==> config.mk <==
export PLATFORM = sky130hd
export DESIGN_NAME = uart_regfile
export DESIGN_NICKNAME = d
export VERILOG_FILES = /design/src/rtl/uart_reg_pkg.sv /design/src/rtl/ureg_fifo_ctl.sv /design/src/rtl/ureg_line_sts.sv /design/src/rtl/ureg_modem_sts.sv /design/src/rtl/uart_regfile.sv
export SDC_FILE = /design/constraint.sdc
export NUM_CORES = 1
export LEC_CHECK = 0
export ABC_AREA = 0
export BUFFER_PORTS_ARGS = -buffer_cell sky130_fd_sc_hd__buf_2
export CAP_MARGIN = 15
export CORE_MARGIN = 2
export CORE_UTILIZATION = 40
export DETAILED_ROUTE_END_ITERATION = 8
export GPL_ROUTABILITY_DRIVEN = 0
export PLACE_DENSITY = 0.72
export SLEW_MARGIN = 20
export SYNTH_ARGS = -nofsm -noshare
export SYNTH_HDL_FRONTEND = slang
export SYNTH_SLANG_ARGS = --single-unit
==> constraint.sdc <==
create_clock -name clk -period 3.87 [get_ports clk]
set_input_delay 0.774 -clock clk [delete_from_list [all_inputs] [get_ports clk]]
set_output_delay 0.774 -clock clk [all_outputs]
set_load 0.02 [all_outputs]
==> src/rtl/uart_reg_pkg.sv <==
package uart_reg_pkg;
  localparam int BYTE_W = 8;

  typedef enum logic [2:0] {
    OFS_BUF  = 3'd0,
    OFS_IEN  = 3'd1,
    OFS_IDF  = 3'd2,
    OFS_LCTL = 3'd3,
    OFS_MCTL = 3'd4,
    OFS_LSTS = 3'd5,
    OFS_MSTS = 3'd6,
    OFS_SCR  = 3'd7
  } ofs_e;

  // identification byte: FIFO state on top, interrupt code below
  function automatic logic [7:0] ident_byte(logic fen, logic ext, logic [3:0] code);
    return {fen, fen, fen & ext, 1'b0, code};
  endfunction

  // pin order {dcd, ri, dsr, cts}; result {ddcd, teri, ddsr, dcts}
  function automatic logic [3:0] modem_deltas(logic [3:0] prev, logic [3:0] now);
    return {prev[3] ^ now[3], prev[2] & ~now[2], prev[1] ^ now[1], prev[0] ^ now[0]};
  endfunction
endpackage

==> src/rtl/ureg_fifo_ctl.sv <==
module ureg_fifo_ctl
  import uart_reg_pkg::*;
(
  input  logic              clk,
  input  logic              rst_n,
  input  logic              we,
  input  logic              dlab,
  input  logic [BYTE_W-1:0] wdata,
  output logic              fifo_en,
  output logic              ext_q,
  output logic              dma_mode,
  output logic [1:0]        rx_trig,
  output logic              rx_clr,
  output logic              tx_clr
);
  logic unused_rsvd;
  assign unused_rsvd = wdata[4];

  always_ff @(posedge clk or negedge rst_n) begin
    if (!rst_n) begin
      fifo_en  <= 1'b0;
      ext_q    <= 1'b0;
      dma_mode <= 1'b0;
      rx_trig  <= 2'b00;
      rx_clr   <= 1'b0;
      tx_clr   <= 1'b0;
    end else begin
      rx_clr <= we & wdata[1];
      tx_clr <= we & wdata[2];
      if (we) begin
        fifo_en  <= wdata[0];
        dma_mode <= wdata[3];
        rx_trig  <= wdata[7:6];
        if (dlab) ext_q <= wdata[5];
      end
    end
  end

  AST_RX_CLR_FROM_WRITE: assert property (@(posedge clk) disable iff (!rst_n)
    rx_clr |-> $past(we) && $past(wdata[1]));
  AST_TX_CLR_FROM_WRITE: assert property (@(posedge clk) disable iff (!rst_n)
    tx_clr |-> $past(we) && $past(wdata[2]));
  AST_EXT_NEEDS_DLAB: assert property (@(posedge clk) disable iff (!rst_n)
    (ext_q != $past(ext_q)) |-> $past(we) && $past(dlab));
endmodule

==> src/rtl/ureg_line_sts.sv <==
module ureg_line_sts
  import uart_reg_pkg::*;
(
  input  logic              clk,
  input  logic              rst_n,
  input  logic              rd_clr,
  input  logic [3:0]        ev,      // {break, framing, parity, overrun}
  input  logic              rx_ready,
  input  logic              thr_empty,
  input  logic              tx_idle,
  input  logic              rx_fifo_err,
  output logic [BYTE_W-1:0] lsr
);
  logic [3:0] sticky_q;

  always_ff @(posedge clk or negedge rst_n) begin
    if (!rst_n) sticky_q <= 4'b0;
    else        sticky_q <= (rd_clr ? 4'b0 : sticky_q) | ev;
  end

  assign lsr = {rx_fifo_err, tx_idle, thr_empty, sticky_q, rx_ready};

  AST_LSR_READ_CLEARS: assert property (@(posedge clk) disable iff (!rst_n)
    $past(rd_clr) && ($past(ev) == 4'b0) |-> lsr[4:1] == 4'b0);
  AST_LSR_EVENT_LATCH: assert property (@(posedge clk) disable iff (!rst_n)
    $past(ev[0]) |-> lsr[1]);
endmodule

==> src/rtl/ureg_modem_sts.sv <==
module ureg_modem_sts
  import uart_reg_pkg::*;
(
  input  logic              clk,
  input  logic              rst_n,
  input  logic              rd_clr,
  input  logic [3:0]        pins,    // {dcd, ri, dsr, cts}
  output logic [BYTE_W-1:0] msr
);
  logic [3:0] pins_q;
  logic [3:0] delta_q;
  logic [3:0] delta_now;

  assign delta_now = modem_deltas(pins_q, pins);

  always_ff @(posedge clk or negedge rst_n) begin
    if (!rst_n) begin
      pins_q  <= 4'b0;
      delta_q <= 4'b0;
    end else begin
      pins_q  <= pins;
      delta_q <= (rd_clr ? 4'b0 : delta_q) | delta_now;
    end
  end

  assign msr = {pins_q, delta_q};

  AST_MSR_READ_CLEARS: assert property (@(posedge clk) disable iff (!rst_n)
    $past(rd_clr) && $stable(pins_q) |-> msr[3:0] == 4'b0);
endmodule

==> src/rtl/uart_regfile.sv <==
module uart_regfile
  import uart_reg_pkg::*;
#(
  parameter int DIV_W = 16,
  parameter int IEN_W = 4,
  parameter int MCR_W = 6
) (
  input  logic              clk,
  input  logic              rst_n,
  input  logic [2:0]        bus_addr,
  input  logic              bus_wr,
  input  logic              bus_rd,
  input  logic [BYTE_W-1:0] bus_wdata,
  output logic [BYTE_W-1:0] bus_rdata,
  output logic              tx_push,
  output logic [BYTE_W-1:0] tx_data,
  output logic              rx_pop,
  input  logic [BYTE_W-1:0] rx_data,
  input  logic [3:0]        int_code,
  output logic [DIV_W-1:0]  div_value,
  output logic [1:0]        word_len,
  output logic              stop2,
  output logic              par_en,
  output logic              par_even,
  output logic              par_stick,
  output logic              brk_force,
  output logic [IEN_W-1:0]  irq_en,
  output logic              dtr,
  output logic              rts,
  output logic              out1,
  output logic              out2,
  output logic              loopback,
  output logic              auto_flow,
  output logic              fifo_en,
  output logic              fifo_ext,
  output logic              dma_mode,
  output logic [1:0]        rx_trig,
  output logic              rx_fifo_clr,
  output logic              tx_fifo_clr,
  input  logic              rx_ready,
  input  logic              ev_overrun,
  input  logic              ev_parity,
  input  logic              ev_framing,
  input  logic              ev_break,
  input  logic              thr_empty,
  input  logic              tx_idle,
  input  logic              rx_fifo_err,
  input  logic              cts,
  input  logic              dsr,
  input  logic              ri,
  input  logic              dcd
);
  localparam int HI_W = DIV_W - BYTE_W;

  ofs_e               ofs;
  logic [BYTE_W-1:0]  lcr_q, scr_q, div_lo_q;
  logic [HI_W-1:0]    div_hi_q;
  logic [IEN_W-1:0]   ien_q;
  logic [MCR_W-1:0]   mcr_q;
  logic               dlab, ext_q;
  logic [BYTE_W-1:0]  lsr_byte, msr_byte;

  // named decode events
  logic wr_lcr, wr_mcr, wr_scr, wr_fcr, wr_ien, wr_dll, wr_dlm;
  logic rd_lsr, rd_msr;

  assign ofs    = ofs_e'(bus_addr);
  assign dlab   = lcr_q[7];
  assign wr_lcr = bus_wr && ofs == OFS_LCTL;
  assign wr_mcr = bus_wr && ofs == OFS_MCTL;
  assign wr_scr = bus_wr && ofs == OFS_SCR;
  assign wr_fcr = bus_wr && ofs == OFS_IDF;
  assign wr_ien = bus_wr && ofs == OFS_IEN && !dlab;
  assign wr_dll = bus_wr && ofs == OFS_BUF && dlab;
  assign wr_dlm = bus_wr && ofs == OFS_IEN && dlab;
  assign rd_lsr = bus_rd && ofs == OFS_LSTS;
  assign rd_msr = bus_rd && ofs == OFS_MSTS;

  assign tx_push = bus_wr && ofs == OFS_BUF && !dlab;
  assign tx_data = bus_wdata;
  assign rx_pop  = bus_rd && ofs == OFS_BUF && !dlab;

  always_ff @(posedge clk or negedge rst_n) begin
    if (!rst_n) begin
      lcr_q    <= '0;
      scr_q    <= '0;
      div_lo_q <= '0;
      div_hi_q <= '0;
      ien_q    <= '0;
      mcr_q    <= '0;
    end else begin
      if (wr_lcr) lcr_q    <= bus_wdata;
      if (wr_scr) scr_q    <= bus_wdata;
      if (wr_dll) div_lo_q <= bus_wdata;
      if (wr_dlm) div_hi_q <= bus_wdata[HI_W-1:0];
      if (wr_ien) ien_q    <= bus_wdata[IEN_W-1:0];
      if (wr_mcr) mcr_q    <= bus_wdata[MCR_W-1:0];
    end
  end

  ureg_fifo_ctl u_fifo (
    .clk(clk), .rst_n(rst_n), .we(wr_fcr), .dlab(dlab), .wdata(bus_wdata),
    .fifo_en(fifo_en), .ext_q(ext_q), .dma_mode(dma_mode), .rx_trig(rx_trig),
    .rx_clr(rx_fifo_clr), .tx_clr(tx_fifo_clr)
  );

  ureg_line_sts u_lsr (
    .clk(clk), .rst_n(rst_n), .rd_clr(rd_lsr),
    .ev({ev_break, ev_framing, ev_parity, ev_overrun}),
    .rx_ready(rx_ready), .thr_empty(thr_empty), .tx_idle(tx_idle),
    .rx_fifo_err(rx_fifo_err), .lsr(lsr_byte)
  );

  ureg_modem_sts u_msr (
    .clk(clk), .rst_n(rst_n), .rd_clr(rd_msr),
    .pins({dcd, ri, dsr, cts}), .msr(msr_byte)
  );

  always_comb begin
    unique case (ofs)
      OFS_BUF:  bus_rdata = dlab ? div_lo_q : rx_data;
      OFS_IEN:  bus_rdata = dlab ? BYTE_W'(div_hi_q) : BYTE_W'(ien_q);
      OFS_IDF:  bus_rdata = ident_byte(fifo_en, ext_q, int_code);
      OFS_LCTL: bus_rdata = lcr_q;
      OFS_MCTL: bus_rdata = BYTE_W'(mcr_q);
      OFS_LSTS: bus_rdata = lsr_byte;
      OFS_MSTS: bus_rdata = msr_byte;
      default:  bus_rdata = scr_q;
    endcase
  end

  assign div_value = {div_hi_q, div_lo_q};
  assign fifo_ext  = fifo_en & ext_q;
  assign word_len  = lcr_q[1:0];
  assign stop2     = lcr_q[2];
  assign par_en    = lcr_q[3];
  assign par_even  = lcr_q[4];
  assign par_stick = lcr_q[5];
  assign brk_force = lcr_q[6];
  assign irq_en    = ien_q;
  assign {auto_flow, loopback, out2, out1, rts, dtr} = mcr_q;

  AST_DIV_HOLD_NO_DLAB: assert property (@(posedge clk) disable iff (!rst_n)
    !$past(dlab) |-> div_value == $past(div_value));
  AST_IEN_HOLD_DLAB: assert property (@(posedge clk) disable iff (!rst_n)
    $past(dlab) |-> irq_en == $past(irq_en));
endmodule

# Word-level counts from Yosys, hierarchy flattened
# Index checks and enable logic that the tools add are counted.
# W data, S select, Z words.
# op_classes
multipliers	0
bitwise	10
n_shift	0
div_mod_pow	0
magnitude_cmp	0
add_sub_neg	0
n_eq_ne	7
n_reduce_logical	17
muxes	5
# ops
cell	n
$pmux W8 S7	1
$mux W8	2
$logic_and A1 B1 Y1	14
$eq A3 B3 Y1 const B	4
$mux W4	2
$or A4 B4 Y4	2
$eq A3 B2 Y1 const B	2
$and A1 B1 Y1	4
$eq A3 B1 Y1 const B	1
$logic_not A3 Y1	1
$xor A1 B1 Y1	3
$reduce_and A2 Y1	1
$logic_not A1 Y1	1
$not A1 Y1	1
# totals
mem_bits_ro	0
latchBits	0
register_bits	61
out_inout_bits	58
memories	0
mem_bits_rw	0
elab_cells	54
inputBits	39

# Depth between registers and ports, before layout
# depth
ltp_word	4
mapped_depth	7
depth_no_buf	4

# Hierarchy
# From an unflattened synthesis, not the netlist that was laid out.
# hier_totals
cells_unflattened	253
hier_area_um2	3079.2
# by_module_without_submodules
mod	area_each_um2	cells_each	seq_area_each_um2	n_inst
uart_regfile	2387.3	204	1051.0	1
ureg_modem_sts	266.5	20	200.2	1
ureg_fifo_ctl	261.5	16	175.2	1
ureg_line_sts	163.9	13	100.1	1

# Worst setup path after synthesis
# Ideal clock, no wire load.
# synth_path
kind	input-to-output
start	in bus_addr[1]
end	out bus_rdata[1]
path_buffers	2
path_slack_ns	1.041
arrival_time_ns	2.055
required_time_ns	3.096
path_stages	6
path_cell_list	buf_2 -> or3_1 -> buf_2 -> o21ai_0 -> a31oi_1 -> a31oi_1
# synth_via
elab_chain_cells	2
elab_cells_between_ends	8
cone_classes	6 x eq/ne; 1 x mux; 1 x reduce/logical
# synth_lines
item	line_no	source
from (decl)	uart_regfile.sv:10	input logic [2:0] bus_addr,
$eq A3 B3 Y1 (tied with other cells)	uart_regfile.sv:120	unique case (ofs)
$pmux W8 S7 *	uart_regfile.sv:120	
to (decl)	uart_regfile.sv:14	output logic [BYTE_W-1:0] bus_rdata,
# Mark *: on every way between the ends. The rest lies on a longest branch, timed or not.

# Worst setup path after layout
# Ends and elaborated chain as after synthesis.

==> impl_metrics.json <==
{
  "status": "finished clean",
  "via_per_inst": 5.31,
  "start_util_pct": 41.8,
  "num_vias": 2348,
  "pin_count": 97,
  "syn_inst": 253,
  "synth_seq_area_share_pct": 49.8,
  "portBuffers": 96,
  "grt_pass1_vias": 2339,
  "postSynthNetCount": 292,
  "drt-total-wl_um": 8050,
  "grtUsageTotal_pct": 19.9,
  "maxSlewViolCount": 0,
  "ant_nets": 0,
  "final.setup_skew_ps": 4.92,
  "relSlewSlack_pct": 50.8,
  "num-fill-cells": 651,
  "grt_first_pass_wirelength_um": 12600,
  "p_total_w": 0.00224,
  "wl_per_cell_um": 18.2,
  "final-hold-violation-count": 0,
  "placed_cell_area_sq_um": 3530,
  "tightest_slew_ps": 738,
  "yosys.area.top_type_share_pct": 49.8,
  "core_sq_um": 7330,
  "synth_edf_count": 0,
  "setup_tns_ps": 0,
  "netlist_top_cells_area": "dfrtp_1 50%, mux2_2 19%, mux4_2 3.7%, mux2i_1 3.6%, nand2_1 2.6%",
  "ctsLongestPathBuffers": 2,
  "synth.ff_latch_count": 61,
  "clock-sinks": 61,
  "min_period_over_period_pct": 80.4,
  "arrival_ps": 2340,
  "power_density_nw_per_um2": 593,
  "max_cap_violations": 0,
  "whs_ps": 485,
  "place_hpwl_um": 5690,
  "multi_input_area_sq_um": 1370,
  "synthDominantAreaCellType": "dfrtp_1",
  "crit_path_start_kind": "input pin",
  "grt-ovfl-total": 0,
  "clock_latency_ps": 340,
  "min_from": "u_msr.delta_q[3]$_DFF_PN0_",
  "worst_slack_ps": 758,
  "nets": 377,
  "drive_gt1_share_pct": 50.4,
  "synth.distinct_cells": 38,
  "area.sequential_sq_um": 1530,
  "worstPathRequired_ps": 3100,
  "n_antenna_cell": 0,
  "route.detailed.drc": 0,
  "finalSetupViolCount": 0,
  "drtIter0Drc": 136,
  "ys_async_sr_fraction_pct": 100,
  "hp-class": "reg -> reg",
  "critPathLaunch": "bus_addr[1]",
  "final_common_cell": "buf_2",
  "area_delta_synth_final_pct": 23.1,
  "r2r-start": "lcr_q[7]$_DFFE_PN0P_",
  "fmax_ghz": 0.321,
  "ctsHoldBuffers": 0,
  "endpoint_kind": "primary output",
  "dp_slack_ps": 784,
  "rsz0062_at_grt": "no",
  "grt_max_degree": 33,
  "design_area_sq_um": 3770,
  "cts_buffers": 9,
  "drtPass1Iterations": 4,
  "p_leak_nw": 1.82,
  "die_w_um": 91.5,
  "cts_tree": "yes",
  "critPathMaxFanout": 25,
  "post_synth.cell_area_avg_sq_um": 12.1,
  "dieArea_sq_um": 8370,
  "clkTransAtPathRegs_ps": 70,
  "cts_setup_buffers": 0,
  "crit_type": "in -> out",
  "final_cell_mix": "96 x buf_2, 61 x dfrtp_1, 51 x mux2_2",
  "yosys_warnings": 0,
  "die_h_um": 91.5,
  "post_cts_resized": 0,
  "antenna_found_initial": 0,
  "cts.htree.levels": 3,
  "finalCriticalPeriod_ps": 3110,
  "cts_root_buf": "clkbuf_8",
  "vdd_drop_max_mv": 0.535,
  "rows": 31,
  "syn_area_sq_um": 3060,
  "ys.flop_type": "dfrtp_1"
}
[power breakdown]
part,switching [W],internal (W),total (W)
Sequential,0.000104,0.000779,0.000882
Clock,0.000241,0.000445,0.000686
Combinational,0.000379,0.000288,0.000667
[cell families after synthesis]
| kind of cell | count (synthesis) | synth area share, % |
|---|---|---|
| multiplexers | 70 | 27.4 |
| flip-flops | 61 | 49.8 |
| AND/OR/NAND/NOR | 58 | 9.76 |
| AO/OA/AOI/OAI | 33 | 6.70 |
| buffers and inverters | 28 | 5.47 |
| XOR/XNOR | 3 | 0.858 |
[cells in the mapped netlist, types with 5 or more instances]
library cell / count
dfrtp_1: 61
mux2_2: 51
nand2_1: 21
mux2i_1: 11
buf_4: 10
nor2_1: 10
o21ai_0: 10
buf_2: 8
a21oi_1: 6
nand3_1: 6
mux4_2: 5
[sequential cells by signal, indices dropped and copies added (netlist names)]
| register | cells |
|---|---|
| u_lsr.sticky_q | 4 |
| lcr_q | 8 |
| u_msr.pins_q | 4 |
| u_fifo.tx_clr | 1 |
| u_fifo.dma_mode | 1 |
| div_hi_q | 8 |
| u_fifo.fifo_en | 1 |
| mcr_q | 6 |
| div_lo_q | 8 |
| u_fifo.ext_q | 1 |
| u_msr.delta_q | 4 |
| u_fifo.rx_trig | 2 |
| scr_q | 8 |
| u_fifo.rx_clr | 1 |
| irq_en | 4 |
[critical path: stages]
cell	delay, ps
buf_2	240
or3_1	590
o21ai_0	230
a31oi_1	70
a31oi_1	220
buf_2	190
[per-layer routing]
layer | vias up | share of wire, % | global-route usage (%)
li1 | 1065 | - | -
met1 | 1154 | 44 | 27.6
met2 | 111 | 45 | 29.2
met3 | 18 | 8.2 | 6.14
met4 | 0 | 2.2 | 7.58
met5 | - | 0 | 0
[area by class of cell]
class / instances / area share [%]
clock inverter: 4 / 2.52
clock buffer: 12 / 3.85
inverter: 4 / 0.398
sequential: 61 / 40.5
tap: 99 / 3.29
multi-input combinational: 164 / 36.3
timing repair buffer: 98 / 13.1
[worst paths after layout]
| path | slack (ps) | cells after the start | end |
|---|---|---|---|
| setup / recovery | 760 | 6 | bus_rdata[1] |
| hold / removal | 480 | 2 | u_msr.delta_q[3]$_DFF_PN0_ |
| setup reg to reg | 1960 | 3 | div_hi_q[4]$_DFFE_PN0P_ |
| hold reg to reg | 480 | 2 | u_msr.delta_q[3]$_DFF_PN0_ |
| max in group asynchronous | 2510 | 2 | mcr_q[3]$_DFFE_PN0P_ |
| min in group asynchronous | 500 | 1 | mcr_q[5]$_DFFE_PN0P_ |
[stage by stage]
step | util, % | instances
floorplan | - | 253
global placement | 48.1 | 426
detailed placement | 48.1 | 426
CTS | 51.4 | 442
global route | 51.4 | 442
finish | 51.4 | 442
Note: power is estimated with default switching activity, not from simulation.
